**config.mk**
```make
export PLATFORM = sky130hd
export DESIGN_NAME = rcd_decoder
export DESIGN_NICKNAME = d
export VERILOG_FILES = /design/src/rtl/rcd_pkg.sv /design/src/rtl/rcd_pulse_demod.sv /design/src/rtl/rcd_word_asm.sv /design/src/rtl/rcd_confirm.sv /design/src/rtl/rcd_decoder.sv
export SDC_FILE = /design/constraint.sdc
export NUM_CORES = 1
export LEC_CHECK = 0
export ABC_CLOCK_PERIOD_IN_PS = 1800
export CAP_MARGIN = 20
export CORE_AREA = 4 4 80 82
export DETAILED_ROUTE_END_ITERATION = 8
export DIE_AREA = 0 0 84 86
export PLACE_DENSITY_LB_ADDON = 0.25
export SLEW_MARGIN = 20
export SYNTH_ARGS = -nofsm -noshare
export SYNTH_HDL_FRONTEND = slang
export SYNTH_SLANG_ARGS = --single-unit
```
**constraint.sdc**
```tcl
create_clock -name clk -period 1.8 [get_ports clk]
set_input_delay 0.18 -clock clk [delete_from_list [all_inputs] [get_ports clk]]
set_output_delay 0.18 -clock clk [all_outputs]
set_load 0.01 [all_outputs]
```
**src/rtl/rcd_pkg.sv**
```systemverilog
package rcd_pkg;
  localparam int WORD_SYMS = 12;
  typedef enum logic [1:0] {
    SYM_ZERO  = 2'b00,
    SYM_ONE   = 2'b01,
    SYM_FLOAT = 2'b10,
    SYM_BAD   = 2'b11
  } sym_e;
endpackage

```
**src/rtl/rcd_pulse_demod.sv**
```systemverilog
module rcd_pulse_demod #(
  parameter int SUB_TICKS = 12,
  parameter int GAP_SYMS  = 4,
  parameter int IDLE_SYMS = 16
) (
  input  logic          clk,
  input  logic          rst,
  input  logic          din,
  output logic          sym_valid,
  output rcd_pkg::sym_e sym,
  output logic          gap,
  output logic          idle
);
  import rcd_pkg::*;
  localparam int HALF       = SUB_TICKS / 2;
  localparam int GAP_TICKS  = GAP_SYMS * 2 * SUB_TICKS;
  localparam int IDLE_TICKS = IDLE_SYMS * 2 * SUB_TICKS;
  localparam int CW         = $clog2(IDLE_TICKS + 1);

  logic          din_q, have_first, first_long, is_long;
  logic [CW-1:0] hi_cnt, lo_cnt;
  sym_e          sym_q, sym_nxt;
  logic          sym_valid_q, gap_q, idle_q;

  // hi_cnt holds the previous high clocks; the current one makes it +1
  assign is_long = hi_cnt >= CW'(HALF - 1);

  always_comb begin
    case ({first_long, is_long})
      2'b00:   sym_nxt = SYM_ZERO;
      2'b11:   sym_nxt = SYM_ONE;
      2'b01:   sym_nxt = SYM_FLOAT;
      default: sym_nxt = SYM_BAD;
    endcase
  end

  always_ff @(posedge clk) begin
    if (rst) begin
      din_q <= 1'b0; have_first <= 1'b0; first_long <= 1'b0;
      hi_cnt <= '0; lo_cnt <= '0; sym_q <= SYM_ZERO;
      sym_valid_q <= 1'b0; gap_q <= 1'b0; idle_q <= 1'b0;
    end else begin
      din_q <= din;
      sym_valid_q <= 1'b0;
      gap_q <= 1'b0;
      idle_q <= 1'b0;
      if (din_q) begin
        lo_cnt <= '0;
        if (hi_cnt != {CW{1'b1}}) hi_cnt <= hi_cnt + 1'b1;
      end else begin
        hi_cnt <= '0;
        if (lo_cnt != CW'(IDLE_TICKS)) lo_cnt <= lo_cnt + 1'b1;
        if (lo_cnt == CW'(GAP_TICKS - 1)) begin
          gap_q <= 1'b1;
          have_first <= 1'b0;
        end
        if (lo_cnt == CW'(IDLE_TICKS - 1)) idle_q <= 1'b1;
      end
      if (din_q && !din) begin
        if (!have_first) begin
          have_first <= 1'b1;
          first_long <= is_long;
        end else begin
          have_first <= 1'b0;
          sym_valid_q <= 1'b1;
          sym_q <= sym_nxt;
        end
      end
    end
  end

  assign sym_valid = sym_valid_q;
  assign sym       = sym_q;
  assign gap       = gap_q;
  assign idle      = idle_q;

  assert_sym_gap_excl_R3: assert property (@(posedge clk) disable iff (rst)
    !(sym_valid_q && gap_q));
  assert_idle_low_R9: assert property (@(posedge clk) disable iff (rst)
    idle_q |-> !din_q);
endmodule

```
**src/rtl/rcd_word_asm.sv**
```systemverilog
module rcd_word_asm #(
  parameter int ADDR_W = 8,
  parameter int DATA_W = 4,
  parameter int DP     = 4
) (
  input  logic              clk,
  input  logic              rst,
  input  logic              sym_valid,
  input  rcd_pkg::sym_e     sym,
  input  logic              gap,
  input  logic [2*ADDR_W-1:0] addr_cfg,
  output logic              word_done,
  output logic              word_ok,
  output logic [DP-1:0]     word_data,
  output logic              word_abort
);
  import rcd_pkg::*;
  localparam logic [3:0] LAST = 4'(WORD_SYMS - 1);

  logic          armed, bad, done_q, ok_q, abort_q;
  logic [3:0]    cnt;
  logic [DP-1:0] acc, acc_nxt, wdata_q;
  logic [1:0]    cfg_sym;
  logic          sym_err;

  always_comb begin
    cfg_sym = 2'b11;
    for (int k = 0; k < ADDR_W; k++)
      if (cnt == 4'(k)) cfg_sym = addr_cfg[2*k +: 2];
    acc_nxt = acc;
    for (int i = 0; i < DATA_W; i++)
      if (cnt == 4'(ADDR_W + i)) acc_nxt[i] = (sym == SYM_ONE);
    if (sym == SYM_BAD)              sym_err = 1'b1;
    else if (cnt < 4'(ADDR_W))       sym_err = (sym != sym_e'(cfg_sym));
    else                             sym_err = (sym == SYM_FLOAT);
  end

  always_ff @(posedge clk) begin
    if (rst) begin
      armed <= 1'b0; bad <= 1'b0; cnt <= '0; acc <= '0;
      done_q <= 1'b0; ok_q <= 1'b0; abort_q <= 1'b0; wdata_q <= '0;
    end else begin
      done_q <= 1'b0;
      abort_q <= 1'b0;
      if (gap) begin
        armed <= 1'b1;
        cnt <= '0;
        bad <= 1'b0;
        if (cnt != '0) abort_q <= 1'b1;
      end else if (sym_valid && armed) begin
        acc <= acc_nxt;
        if (cnt == LAST) begin
          done_q <= 1'b1;
          ok_q <= !(bad || sym_err);
          wdata_q <= acc_nxt;
          armed <= 1'b0;
          cnt <= '0;
          bad <= 1'b0;
        end else begin
          cnt <= cnt + 1'b1;
          bad <= bad | sym_err;
        end
      end
    end
  end

  assign word_done  = done_q;
  assign word_ok    = ok_q;
  assign word_data  = wdata_q;
  assign word_abort = abort_q;

  assert_cnt_bound_R3: assert property (@(posedge clk) disable iff (rst)
    cnt <= LAST);
  assert_done_abort_excl_R8: assert property (@(posedge clk) disable iff (rst)
    !(done_q && abort_q));
endmodule

```
**src/rtl/rcd_confirm.sv**
```systemverilog
module rcd_confirm #(
  parameter int DP = 4
) (
  input  logic          clk,
  input  logic          rst,
  input  logic          word_done,
  input  logic          word_ok,
  input  logic [DP-1:0] word_data,
  input  logic          word_abort,
  input  logic          idle,
  output logic          vt,
  output logic [DP-1:0] data_out
);
  logic          vt_q, prev_ok;
  logic [DP-1:0] prev_data, dout_q;

  always_ff @(posedge clk) begin
    if (rst) begin
      vt_q <= 1'b0; prev_ok <= 1'b0; prev_data <= '0; dout_q <= '0;
    end else if (word_abort || idle) begin
      vt_q <= 1'b0;
      prev_ok <= 1'b0;
    end else if (word_done) begin
      if (!word_ok) begin
        vt_q <= 1'b0;
        prev_ok <= 1'b0;
      end else if (prev_ok && prev_data == word_data) begin
        vt_q <= 1'b1;
        dout_q <= word_data;
      end else begin
        vt_q <= 1'b0;
        prev_ok <= 1'b1;
        prev_data <= word_data;
      end
    end
  end

  assign vt       = vt_q;
  assign data_out = dout_q;

  assert_vt_rise_R6: assert property (@(posedge clk) disable iff (rst)
    $rose(vt_q) |-> $past(word_done && word_ok));
  assert_data_hold_R10: assert property (@(posedge clk) disable iff (rst)
    !$stable(dout_q) |-> vt_q);
  assert_idle_drop_R9: assert property (@(posedge clk) disable iff (rst)
    idle |=> !vt_q);
  assert_bad_drop_R5: assert property (@(posedge clk) disable iff (rst)
    (word_done && !word_ok) |=> !vt_q);
  assert_abort_drop_R8: assert property (@(posedge clk) disable iff (rst)
    word_abort |=> !vt_q);
endmodule

```
**src/rtl/rcd_decoder.sv**
```systemverilog
module rcd_decoder #(
  parameter int ADDR_W    = 8,
  parameter int SUB_TICKS = 12,
  parameter int GAP_SYMS  = 4,
  parameter int IDLE_SYMS = 16,
  localparam int DATA_W   = rcd_pkg::WORD_SYMS - ADDR_W,
  localparam int DP       = (DATA_W > 0) ? DATA_W : 1
) (
  input  logic                clk,
  input  logic                rst,
  input  logic                din,
  input  logic [2*ADDR_W-1:0] addr_cfg,
  output logic                vt,
  output logic [DP-1:0]       data_out
);
  logic          sym_valid, gap, idle;
  rcd_pkg::sym_e sym;
  logic          word_done, word_ok, word_abort;
  logic [DP-1:0] word_data;

  rcd_pulse_demod #(.SUB_TICKS(SUB_TICKS), .GAP_SYMS(GAP_SYMS), .IDLE_SYMS(IDLE_SYMS)) u_demod (
    .clk(clk), .rst(rst), .din(din),
    .sym_valid(sym_valid), .sym(sym), .gap(gap), .idle(idle));

  rcd_word_asm #(.ADDR_W(ADDR_W), .DATA_W(DATA_W), .DP(DP)) u_asm (
    .clk(clk), .rst(rst), .sym_valid(sym_valid), .sym(sym), .gap(gap),
    .addr_cfg(addr_cfg), .word_done(word_done), .word_ok(word_ok),
    .word_data(word_data), .word_abort(word_abort));

  rcd_confirm #(.DP(DP)) u_confirm (
    .clk(clk), .rst(rst), .word_done(word_done), .word_ok(word_ok),
    .word_data(word_data), .word_abort(word_abort), .idle(idle),
    .vt(vt), .data_out(data_out));
endmodule

```
After elaboration in Yosys (flattened, before gate mapping)
Cells that the tools add are included.

Magnitude comparators: 2. Reduce and logical (&&, ||, !) cells: 29. Multiplexer cells: 33. Add/sub/neg operators: 3. Bitwise gates (word level): 8. Eq/ne operators: 24.

Operator list (number): $mux W1 (23); $add A9 B1 Y9 const B (2); $ne A9 B9 Y1 const B (2); $eq A4 B3 Y1 const B (4); $eq A4 B4 Y1 const B (4); $mux W2 (8); $reduce_and A2 Y1 (6); $reduce_or A2 Y1 (6); $eq A9 B7 Y1 const B (1); $eq A9 B9 Y1 const B (1); $ge A9 B3 Y1 const B (1); $eq A4 B2 Y1 const B (2); $reduce_and A4 Y1 (2); $not A1 Y1 (7); $eq A2 B2 Y1 const B (3); $pmux W2 S3 (1); $reduce_bool A2 Y1 (3); $add A4 B1 Y4 const B (1); $eq A2 B1 Y1 const B (2); $eq A4 B1 Y1 const B (1); $eq A4 B4 Y1 (1); $logic_not A4 Y1 (1); $lt A4 B4 Y1 const B (1); $mux W4 (1); other kinds (10) (15).

Input bits: 19. Logic and storage cells: 120. Flip-flop bits (word level): 53.

Depth between registers and ports, before layout
Gate-level depths: netlist (run 1).

Depth after elaboration: 14. Mapped depth: 9. Gate-level depth less buffers: 8.

Modules after synthesis
Synthesis (run 1) repeated with hierarchy kept, for this count alone.

Cells, all modules: 303. Area, all modules: 2656.3 um^2.

By module, submodules not included: rcd_pulse_demod (area each 1209.9 um^2, cells an instance 134, times used 1); rcd_word_asm (area each 922.1 um^2, cells an instance 111, times used 1); rcd_confirm (area each 524.3 um^2, cells an instance 58, times used 1).

Worst setup path after synthesis (run 1)
No wires, ideal clock.

Kind: register -> register. Start point: reg u_asm.cnt[0]. End point: reg u_asm.bad. Stages on the path, launching flop included: 9. Setup time: 0.133 ns. Period minus slack after synthesis: 1.911 ns. Arrival: 1.779 ns. Setup slack: -0.111 ns. Cells stage by stage: dfxtp_1 > inv_1 > ha_1 > nor3b_1 > a211o_1 > a221oi_1 > a311oi_1 > o41ai_1 > a31oi_1.

Cells in the longest elaborated chain, start to end: 14. Elaborated cells on any way between the ends: 23.

RTL lines: from (decl) (RTL line rcd_word_asm.sv:21) `logic [3:0] cnt;`; from (signal assigned) (RTL line rcd_word_asm.sv:60) `cnt <= cnt + 1'b1;`; $logic_not A4 Y1 (RTL line rcd_word_asm.sv:29) `if (cnt == 4'(k)) cfg_sym = addr_cfg[2*k +: 2];`; $mux W2 (8 in series) (RTL line rcd_word_asm.sv:29); $ne A2 B2 Y1 (RTL line rcd_word_asm.sv:34) `else if (cnt < 4'(ADDR_W)) sym_err = (sym != sym_e'(cfg_sym));`; $mux W1 (RTL line rcd_word_asm.sv:34); $mux W1 (RTL line rcd_word_asm.sv:33) `if (sym == SYM_BAD) sym_err = 1'b1;`; $or A1 B1 Y1 (RTL line rcd_word_asm.sv:61) `bad <= bad | sym_err;`; $mux W1 (*) (RTL line rcd_word_asm.sv:52) `if (cnt == LAST) begin`; to (signal assigned) (RTL line rcd_word_asm.sv:61); to (decl) (RTL line rcd_word_asm.sv:20) `logic armed, bad, done_q, ok_q, abort_q;`.

Every way passes the cells marked *; elsewhere a longest branch is shown, timed or not. A chain may end at the register's enable or synchronous reset.

Worst setup path after layout (run 1)
Same ends and word-level chain as after synthesis.

==> results of run 1 <==
[worst max path at each step]
stage,from,endpoint,slack [ns],depth (start not counted)
floorplan,u_asm.cnt[0]$_SDFFE_PP0P_,u_asm.bad$_SDFFE_PP0P_,0.0002,8
global placement,u_asm.cnt[0]$_SDFFE_PP0P_,u_asm.bad$_SDFFE_PP0P_,-0.04,8
detailed placement,u_asm.cnt[1]$_SDFFE_PP0P_,u_asm.bad$_SDFFE_PP0P_,-0.11,8
CTS,u_asm.cnt[0]$_SDFFE_PP0P_,u_asm.bad$_SDFFE_PP0P_,-0.003,8
global route,u_asm.cnt[0]$_SDFFE_PP0P_,u_asm.bad$_SDFFE_PP0P_,-0.14,8
finish,u_asm.cnt[0]$_SDFFE_PP0P_,u_asm.bad$_SDFFE_PP0P_,-0.03,8
[sequential cells by signal, summed over array words and instances, names as in the netlist]
register,count
u_asm.word_abort,1
u_asm.word_data,4
u_demod.have_first,1
u_asm.word_done,1
u_demod.first_long,1
u_asm.word_ok,1
u_asm.bad,1
u_confirm.prev_ok,1
u_demod.sym,2
u_demod.gap,1
u_demod.idle,1
u_asm.acc,3
u_confirm.vt,1
u_demod.lo_cnt,9
u_demod.sym_valid,1
u_asm.cnt,4
u_demod.hi_cnt,9
u_asm.armed,1
u_demod.din_q,1
u_confirm.data_out,4
u_confirm.prev_data,4
[power by group through the flow]
| stage | sequential [mW] | clock [mW] | combinational [mW] |
|---|---|---|---|
| after global routing | 1.17 | 0.749 | 0.136 |
| after floorplan | 1.19 | 0 | 0.0536 |
| after CTS | 1.17 | 0.705 | 0.117 |
| after global placement | 1.20 | 0 | 0.108 |
| final | 1.17 | 0.678 | 0.123 |
| after detailed placement | 1.20 | 0 | 0.107 |
[synthesized netlist by cell type, types with 2 or more instances]
master,n
nor2_1,57
dfxtp_1,52
nand2_1,25
a21oi_1,17
nand3_1,16
inv_1,14
xor2_1,14
ha_1,11
mux2i_1,11
nor3_1,11
nor2b_1,8
nand2b_1,7
clkbuf_1,5
a311oi_1,4
nor3b_1,4
xnor2_1,4
a2111oi_0,3
a21boi_0,3
and3_1,3
buf_2,3
nand4_1,3
nor4_1,3
a211oi_1,2
a221oi_1,2
a31oi_1,2
buf_4,2
o21ai_0,2
o31ai_1,2
or2_2,2
[cell families after synthesis]
logic type,share of synthesized area [%]
buffers and inverters,4.16
AO/OA/AOI/OAI,11.1
adder cells (fa/ha/maj),5.45
AND/OR/NAND/NOR,27.5
multiplexers,4.36
XOR/XNOR,6.24
flip-flops,41.2
[through the flow]
step / std cells / hold slack [ns] / utilization [%]
finish: 432 / 0.458 / 58.0
global route: 432 / 0.487 / 58.0
CTS: 430 / 0.463 / 56.8
detailed placement: 414 / 0.452 / 51.7
global placement: 414 / 0.441 / 51.7
floorplan: 305 / 0.308 / -
[worst max-delay path: stages, from the launching register on]
cell and delay (ns):
dfxtp_4 0.38, buf_12 0.13, ha_4 0.19, buf_4 0.15
nor4b_4 0.25, nand2_1 0.11, a311oi_2 0.33, o41ai_2 0.09
a31oi_1 0.13
[placed cells by master (no fill, tap or decap), drive strengths merged, types with 3 or more instances in the layout]
master	n
nand3	16
a21boi	3
nand2b	7
xnor2	4
a311oi	4
and3	3
a2111oi	3
nand2	26
clkbuf	6
buf	32
nand4	3
nor2b	8
xor2	14
clkdlybuf4s50	23
nor3	12
ha	11
nor4	3
a21oi	17
dfxtp	52
mux2i	11
nor3b	4
inv	14
nor2	57
[what timing repair did]
| action | in CTS | in global routing |
|---|---|---|
| setup buffers | 8 | 2 |
| resized for setup | 30 | 11 |
| pin swaps | 9 | 7 |
| hold buffers | 0 | 0 |
| setup endpoints to repair | 1 | 4 |
[metal layers]
metal  track usage [%]  routed length [um]
met5                 0                   0
met4              3.95                  52
met3              4.23                 206
met2              27.0                2580
met1              20.1                2580
[area by class of cell]
cell class,count,area [um2]
clock buffer,6,82.6
clock inverter,2,10.0
fill,532,2410
inverter,14,55.1
multi-input combinational,228,1550
sequential,52,1050
tap,75,93.8
timing repair buffer,55,490
==> summary.txt, run 1 <==
Timing
  – Skew final: 0.00595 ns
  – Final Hold Vio Count: 0
  – RSZ-0062 raised after global routing: yes
  – Relative slew margins: 71.1%
  – Fmax achieved: 0.546 GHz
  – Fin crit period: 1.83 ns
  – Final period util: 102%
  – # setup viols final: 1
  – Final setup margin: -0.0320 ns
  – Slew Viols, Final: 0
  – Sum Neg Setup Slack: -0.0320 ns
  – Slew @ Worst Pin: 0.430 ns

CTS
  – H-tree depth: 2
  – Bufs on Longest Clock Path: 2
  – CTS root buf: clkbuf_8
  – Clk slew on worst S/H paths: 0.09 ns
  – Sink Count: 52
  – Total CTS buffers: 5
  – TritonCTS clock tree: built
  – Clock Latency Late Sink: 0.30 ns

Logic synthesis
  – Yosys top cell area share: 41.2%
  – Post-synth EDFFs: 0
  – Post-Syn Nets: about 340
  – Yosys reg bits: 52
  – Avg Cell Area, Syn: 8.29 um2
  – Post-synthesis cell count: 305
  – Sequential fraction of the synthesis area: 41.2%
  – Ys flop type: dfxtp_1
  – Synth top area cells: dfxtp_1 41%, nor2_1 8.5%, ha_1 5.4%
  – Cell accounting for the most synthesized area: dfxtp_1
  – Mapped cell area: 0.00253 mm2
  – Yosys warns: 0
  – FFs w/ async S/R, synth: 0%
  – Post-synth cell types: 42

Die
  – I/O pin cnt: 24
  – Core area: 0.00575 mm2
  – Die width: 84 um
  – Floorplan row count: 28
  – Initial core utilization: 44.0%
  – Die Y: 86 um
  – Die area: 0.00722 mm2

Routing
  – DRC errors left: 0
  – DRT iter0 DRCs: 109
  – Via count: 2184
  – DRT Pass-1 Iters: 4
  – Mean routed wirelength per cell: 12.5 um
  – Detail Route Antenna Nets: 0
  – Total wire length: 5.42 mm
  – DR vias/cell: between 5 and 6

GRT
  – First-pass GRT wire length: 9.54 mm
  – Vias in the first global route: 2132
  – Antenna violations before repair: 0
  – Remaining global-route overflow: 0
  – Largest net degree at the start of global routing: 26
  – Global Route Usage Sum: ~16%

Power and ir drop
  – Leakage power: about 1.3 nW
  – Tot Pwr: approximately 2.0 mW
  – Clock power share: 34.5%
  – Combinational power share: 6.2%
  – Max VDD drop: 0.000489 V
  – Switching pwr: 437 uW
  – Switching Share: between 20% and 30%
  – PD cells: 590 mW/mm2
  – P_int: 1.53 mW
  – Sequential power share: 59.3%

Final layout
  – Antenna Diode Count: 0
  – Finished Cell Area: between 0.003 and 0.004 mm2
  – Share of layout cells above drive strength 1: 19.3%
  – Layout area overhead: 31.9%
  – Final Net Count: 386

Outcome
  – Failing checks: negative setup slack
  – Status: complete, but fails checks

Place
  – Placed instance area: 0.00297 mm2
  – Place WS: -0.114 ns
  – Port Buf Inserts: 23
  – HPWL Detailed: between 3 and 4 mm
  – Routability cong.: 0.808

Job
  – Maxcap violations: 0

Min path
  – Hold depth: 2
  – Hold path start: u_asm.acc[2]$_SDFFE_PP0P_
  – HP Class: reg -> reg
  – Worst Hold Endpoint: u_asm.acc[2]$_SDFFE_PP0P_

Critical path
  – Startpoint Class: flop
  – Worst setup EP type: flop
  – Arr. time, crit path: 2.06 ns
  – Setup Crit Path Kind: reg -> reg
  – Worst Path Max Fanout: 8
  – Reg-to-reg endpoint: u_asm.bad$_SDFFE_PP0P_
  – Worst Path Required: ~2.0 ns
  – R2R depth: 8
  – R2r setup slk: -0.03 ns
  – Worst reg2reg path startpoint: u_asm.cnt[0]$_SDFFE_PP0P_
No activity file was read; power rests on OpenSTA's default activity.
==> inputs of run 2 (changes only) <==
Settings changed: ABC_CLOCK_PERIOD_IN_PS 1800 to 1600, CAP_MARGIN 20 to not set, SLEW_MARGIN 20 to not set.
Clock period 1.8 ns to 1.6 ns, I/O delays scaled along.
==> summary.txt, run 2 (synthesis gave the netlist of run 1 again) <==
Outcome
  – Status: complete, but fails checks (unchanged)
  – Failing checks: negative setup slack (unchanged)

Die
  – Floorplan row count: 28 (unchanged)
  – Die area: 0.00722 mm2 (unchanged)
  – Core area: 0.00575 mm2 (unchanged)
  – Die width: 84 um (unchanged)
  – I/O pin cnt: 24 (unchanged)
  – Die Y: 86 um (unchanged)
  – Initial core utilization: 44.0% (unchanged)

Routing
  – Total wire length: 5.36 mm (was 5.42 mm)
  – Detail Route Antenna Nets: 0 (unchanged)
  – DR vias/cell: 5.06 (about the same)
  – DRT iter0 DRCs: 94 (was 109)
  – Mean routed wirelength per cell: 12.4 um (was 12.5 um)
  – Via count: 2189 (was 2184)
  – DRT Pass-1 Iters: 4 (unchanged)
  – DRC errors left: 0 (unchanged)

Final layout
  – Layout area overhead: 37.0% (was 31.9%)
  – Commonest non-fill, non-tap cell in the layout: nor2_1 (unchanged)
  – Final Net Count: 387 (was 386)
  – Filler Cells Inserted: 516 (was 532)
  – Core Util, Final: 60.3% (was 58.0%)
  – Antenna Diode Count: 0 (unchanged)
  – Finished Cell Area: 0.00346 mm2 (was 0.00333 mm2)
  – Top Registers: u_demod.hi_cnt (9), u_demod.lo_cnt (9) (unchanged)
  – Share of layout cells above drive strength 1: 25.4% (was 19.3%)
  – Most frequent cells in the layout: 56 x nor2_1, 44 x dfxtp_1, 30 x buf_4 (was 56 x nor2_1, 48 x dfxtp_1, 29 x buf_4)

Critical path
  – CP Cell Sequence: inv_4 > ha_4 > nor2b_2 > a2111oi_4 > o32ai_2 > o31ai_2 > mux2i_1 > a31oi_1 (was buf_12 > ha_4 > buf_4 > nor4b_4 > nand2_1 > a311oi_2 > o41ai_2 > a31oi_1)
  – Arr. time, crit path: 1.90 ns (was 2.06 ns)
  – Startpoint Class: flop (unchanged)
  – Critical-path top delay cell: dfxtp_4 (unchanged)
  – Setup Crit Path Kind: reg -> reg (unchanged)
  – Worst Path Required: 1.78 ns (was 2.03 ns)
  – Worst Path Max Fanout: 5 (was 8)
  – Worst setup EP type: flop (unchanged)
  – Worst path top cell family by delay: compound AO/OA/AOI/OAI gates (unchanged)
  – WP buf/inv: 1 (was 2)
  – Slowest stage delay, CP: 0.41 ns (was 0.38 ns)

CTS
  – Total CTS buffers: 5 (unchanged)
  – TritonCTS clock tree: built (unchanged)
  – Clock Latency Late Sink: 0.29 ns (was 0.30 ns)
  – H-tree depth: 2 (unchanged)
  – Clk slew on worst S/H paths: 0.09 ns (about the same)
  – CTS root buf: clkbuf_8 (unchanged)
  – Bufs on Longest Clock Path: 2 (unchanged)
  – Sink Count: 52 (unchanged)
  – CTS Hold Buffers Added: 0 (unchanged)

Power and ir drop
  – Switching pwr: 506 uW (was 437 uW)
  – Leakage power: 1.28 nW (was 1.26 nW)
  – Sequential power share: 54.7% (was 59.3%)
  – P_int: 1.89 mW (was 1.53 mW)
  – Switching Share: 21.1% (was 22.2%)
  – Max VDD drop: 0.000658 V (was 0.000489 V)
  – PD cells: 692 mW/mm2 (was 590 mW/mm2)
  – Clock power share: 39.3% (was 34.5%)
  – Combinational power share: 6.0% (was 6.2%)

Timing
  – Sum Neg Setup Slack: -0.126 ns (was -0.0320 ns)
  – Slew Viols, Final: 0 (unchanged)
  – Relative slew margins: 66.4% (was 71.1%)
  – Final setup margin: -0.126 ns (was -0.0320 ns)
  – Fmax achieved: 0.579 GHz (was 0.546 GHz)
  – # setup viols final: 1 (unchanged)
  – Final Hold Vio Count: 0 (unchanged)
  – Fin crit period: 1.73 ns (was 1.83 ns)
  – Final period util: 108% (was 102%)
  – Worst-case hold slack: 0.459 ns (was 0.458 ns)
  – RSZ-0062 raised after global routing: yes (unchanged)
  – Slew @ Worst Pin: 0.503 ns (was 0.430 ns)
  – Skew final: 0.00414 ns (was 0.00595 ns)

GRT
  – Global Route Usage Sum: 15.0% (was 15.9%)
  – First-pass GRT wire length: 9.18 mm (was 9.54 mm)
  – Vias in the first global route: 2071 (was 2132)
  – Remaining global-route overflow: 0 (unchanged)
  – Antenna violations before repair: 0 (unchanged)
  – Largest net degree at the start of global routing: 24 (was 26)

Job
  – Maxcap violations: 0 (unchanged)

Place
  – Place WS: -0.193 ns (was -0.114 ns)
  – Port Buf Inserts: 23 (unchanged)
  – HPWL Detailed: 3.76 mm (was 3.63 mm)
  – Routability cong.: 0.753 (was 0.808)
  – Placed instance area: 0.00310 mm2 (was 0.00297 mm2)

Min path
  – HP Class: reg -> reg (unchanged)
-- run 2: timing repair --
| action | 4_1_cts | 5_1_grt |
|---|---|---|
| setup endpoints to repair | 11 | 19 |
| buffers inserted | 3 | 2 |
| resized for setup | 6 | 36 |
| pin swaps | 3 | 14 |
-- run 2: worst paths after layout --
check,from,endpoint,slack [ns],depth (start not counted)
worst max-delay path,u_asm.cnt[1]$_SDFFE_PP0P_,u_asm.bad$_SDFFE_PP0P_,-0.13,8
worst min-delay path,u_asm.acc[0]$_SDFFE_PP0P_,u_asm.acc[0]$_SDFFE_PP0P_,0.46,2
worst max register to register,u_asm.cnt[1]$_SDFFE_PP0P_,u_asm.bad$_SDFFE_PP0P_,-0.13,8
worst min register to register,u_asm.acc[0]$_SDFFE_PP0P_,u_asm.acc[0]$_SDFFE_PP0P_,0.46,2
-- run 2: power groups by stage --
stage | clock, mW | sequential (mW) | combinational, mW
6_report | 0.942 | 1.31 | 0.144
2_1_floorplan | 0 | 1.34 | 0.0643
4_1_cts | 0.973 | 1.31 | 0.134
3_5_place_dp | 0 | 1.34 | 0.131
3_3_place_gp | 0 | 1.34 | 0.129
5_1_grt | 1.02 | 1.31 | 0.160
-- run 2: worst register-to-register path, cell delays in order (launching register included) --
cell and delay [ns]:
dfxtp_4 0.41, inv_4 0.06, ha_4 0.17, nor2b_2 0.16, a2111oi_4 0.28, o32ai_2 0.12, o31ai_2 0.11, mux2i_1 0.22
a31oi_1 0.08
-- run 2: metrics by stage --
step,std cells,power (mW)
finish,433,2.40
global route,433,2.49
CTS,431,2.42
detailed placement,420,1.47
global placement,420,1.47
floorplan,305,1.40
-- run 2: layout make-up --
cell class,instances,area [um2],area share [%]
Timing Repair Buffer,56,493,14.2
Clock buffer,6,82.6,2.38
Multi-Input combinational cell,228,1640,47.3
Clock inverter,2,38.8,1.12
Tap cell,75,93.8,2.71
Sequential cell,52,1060,30.6
Inverter,14,57.6,1.66
-- run 2: layer usage --
metal / GRT usage (%) / share of wire, % / vias up
met5: 0 / 0 / -
met4: 3.51 / 0.54 / 0
met3: 3.36 / 3.6 / 2
met2: 24.6 / 47 / 32
met1: 20.2 / 49 / 1004
li1: - / - / 1151
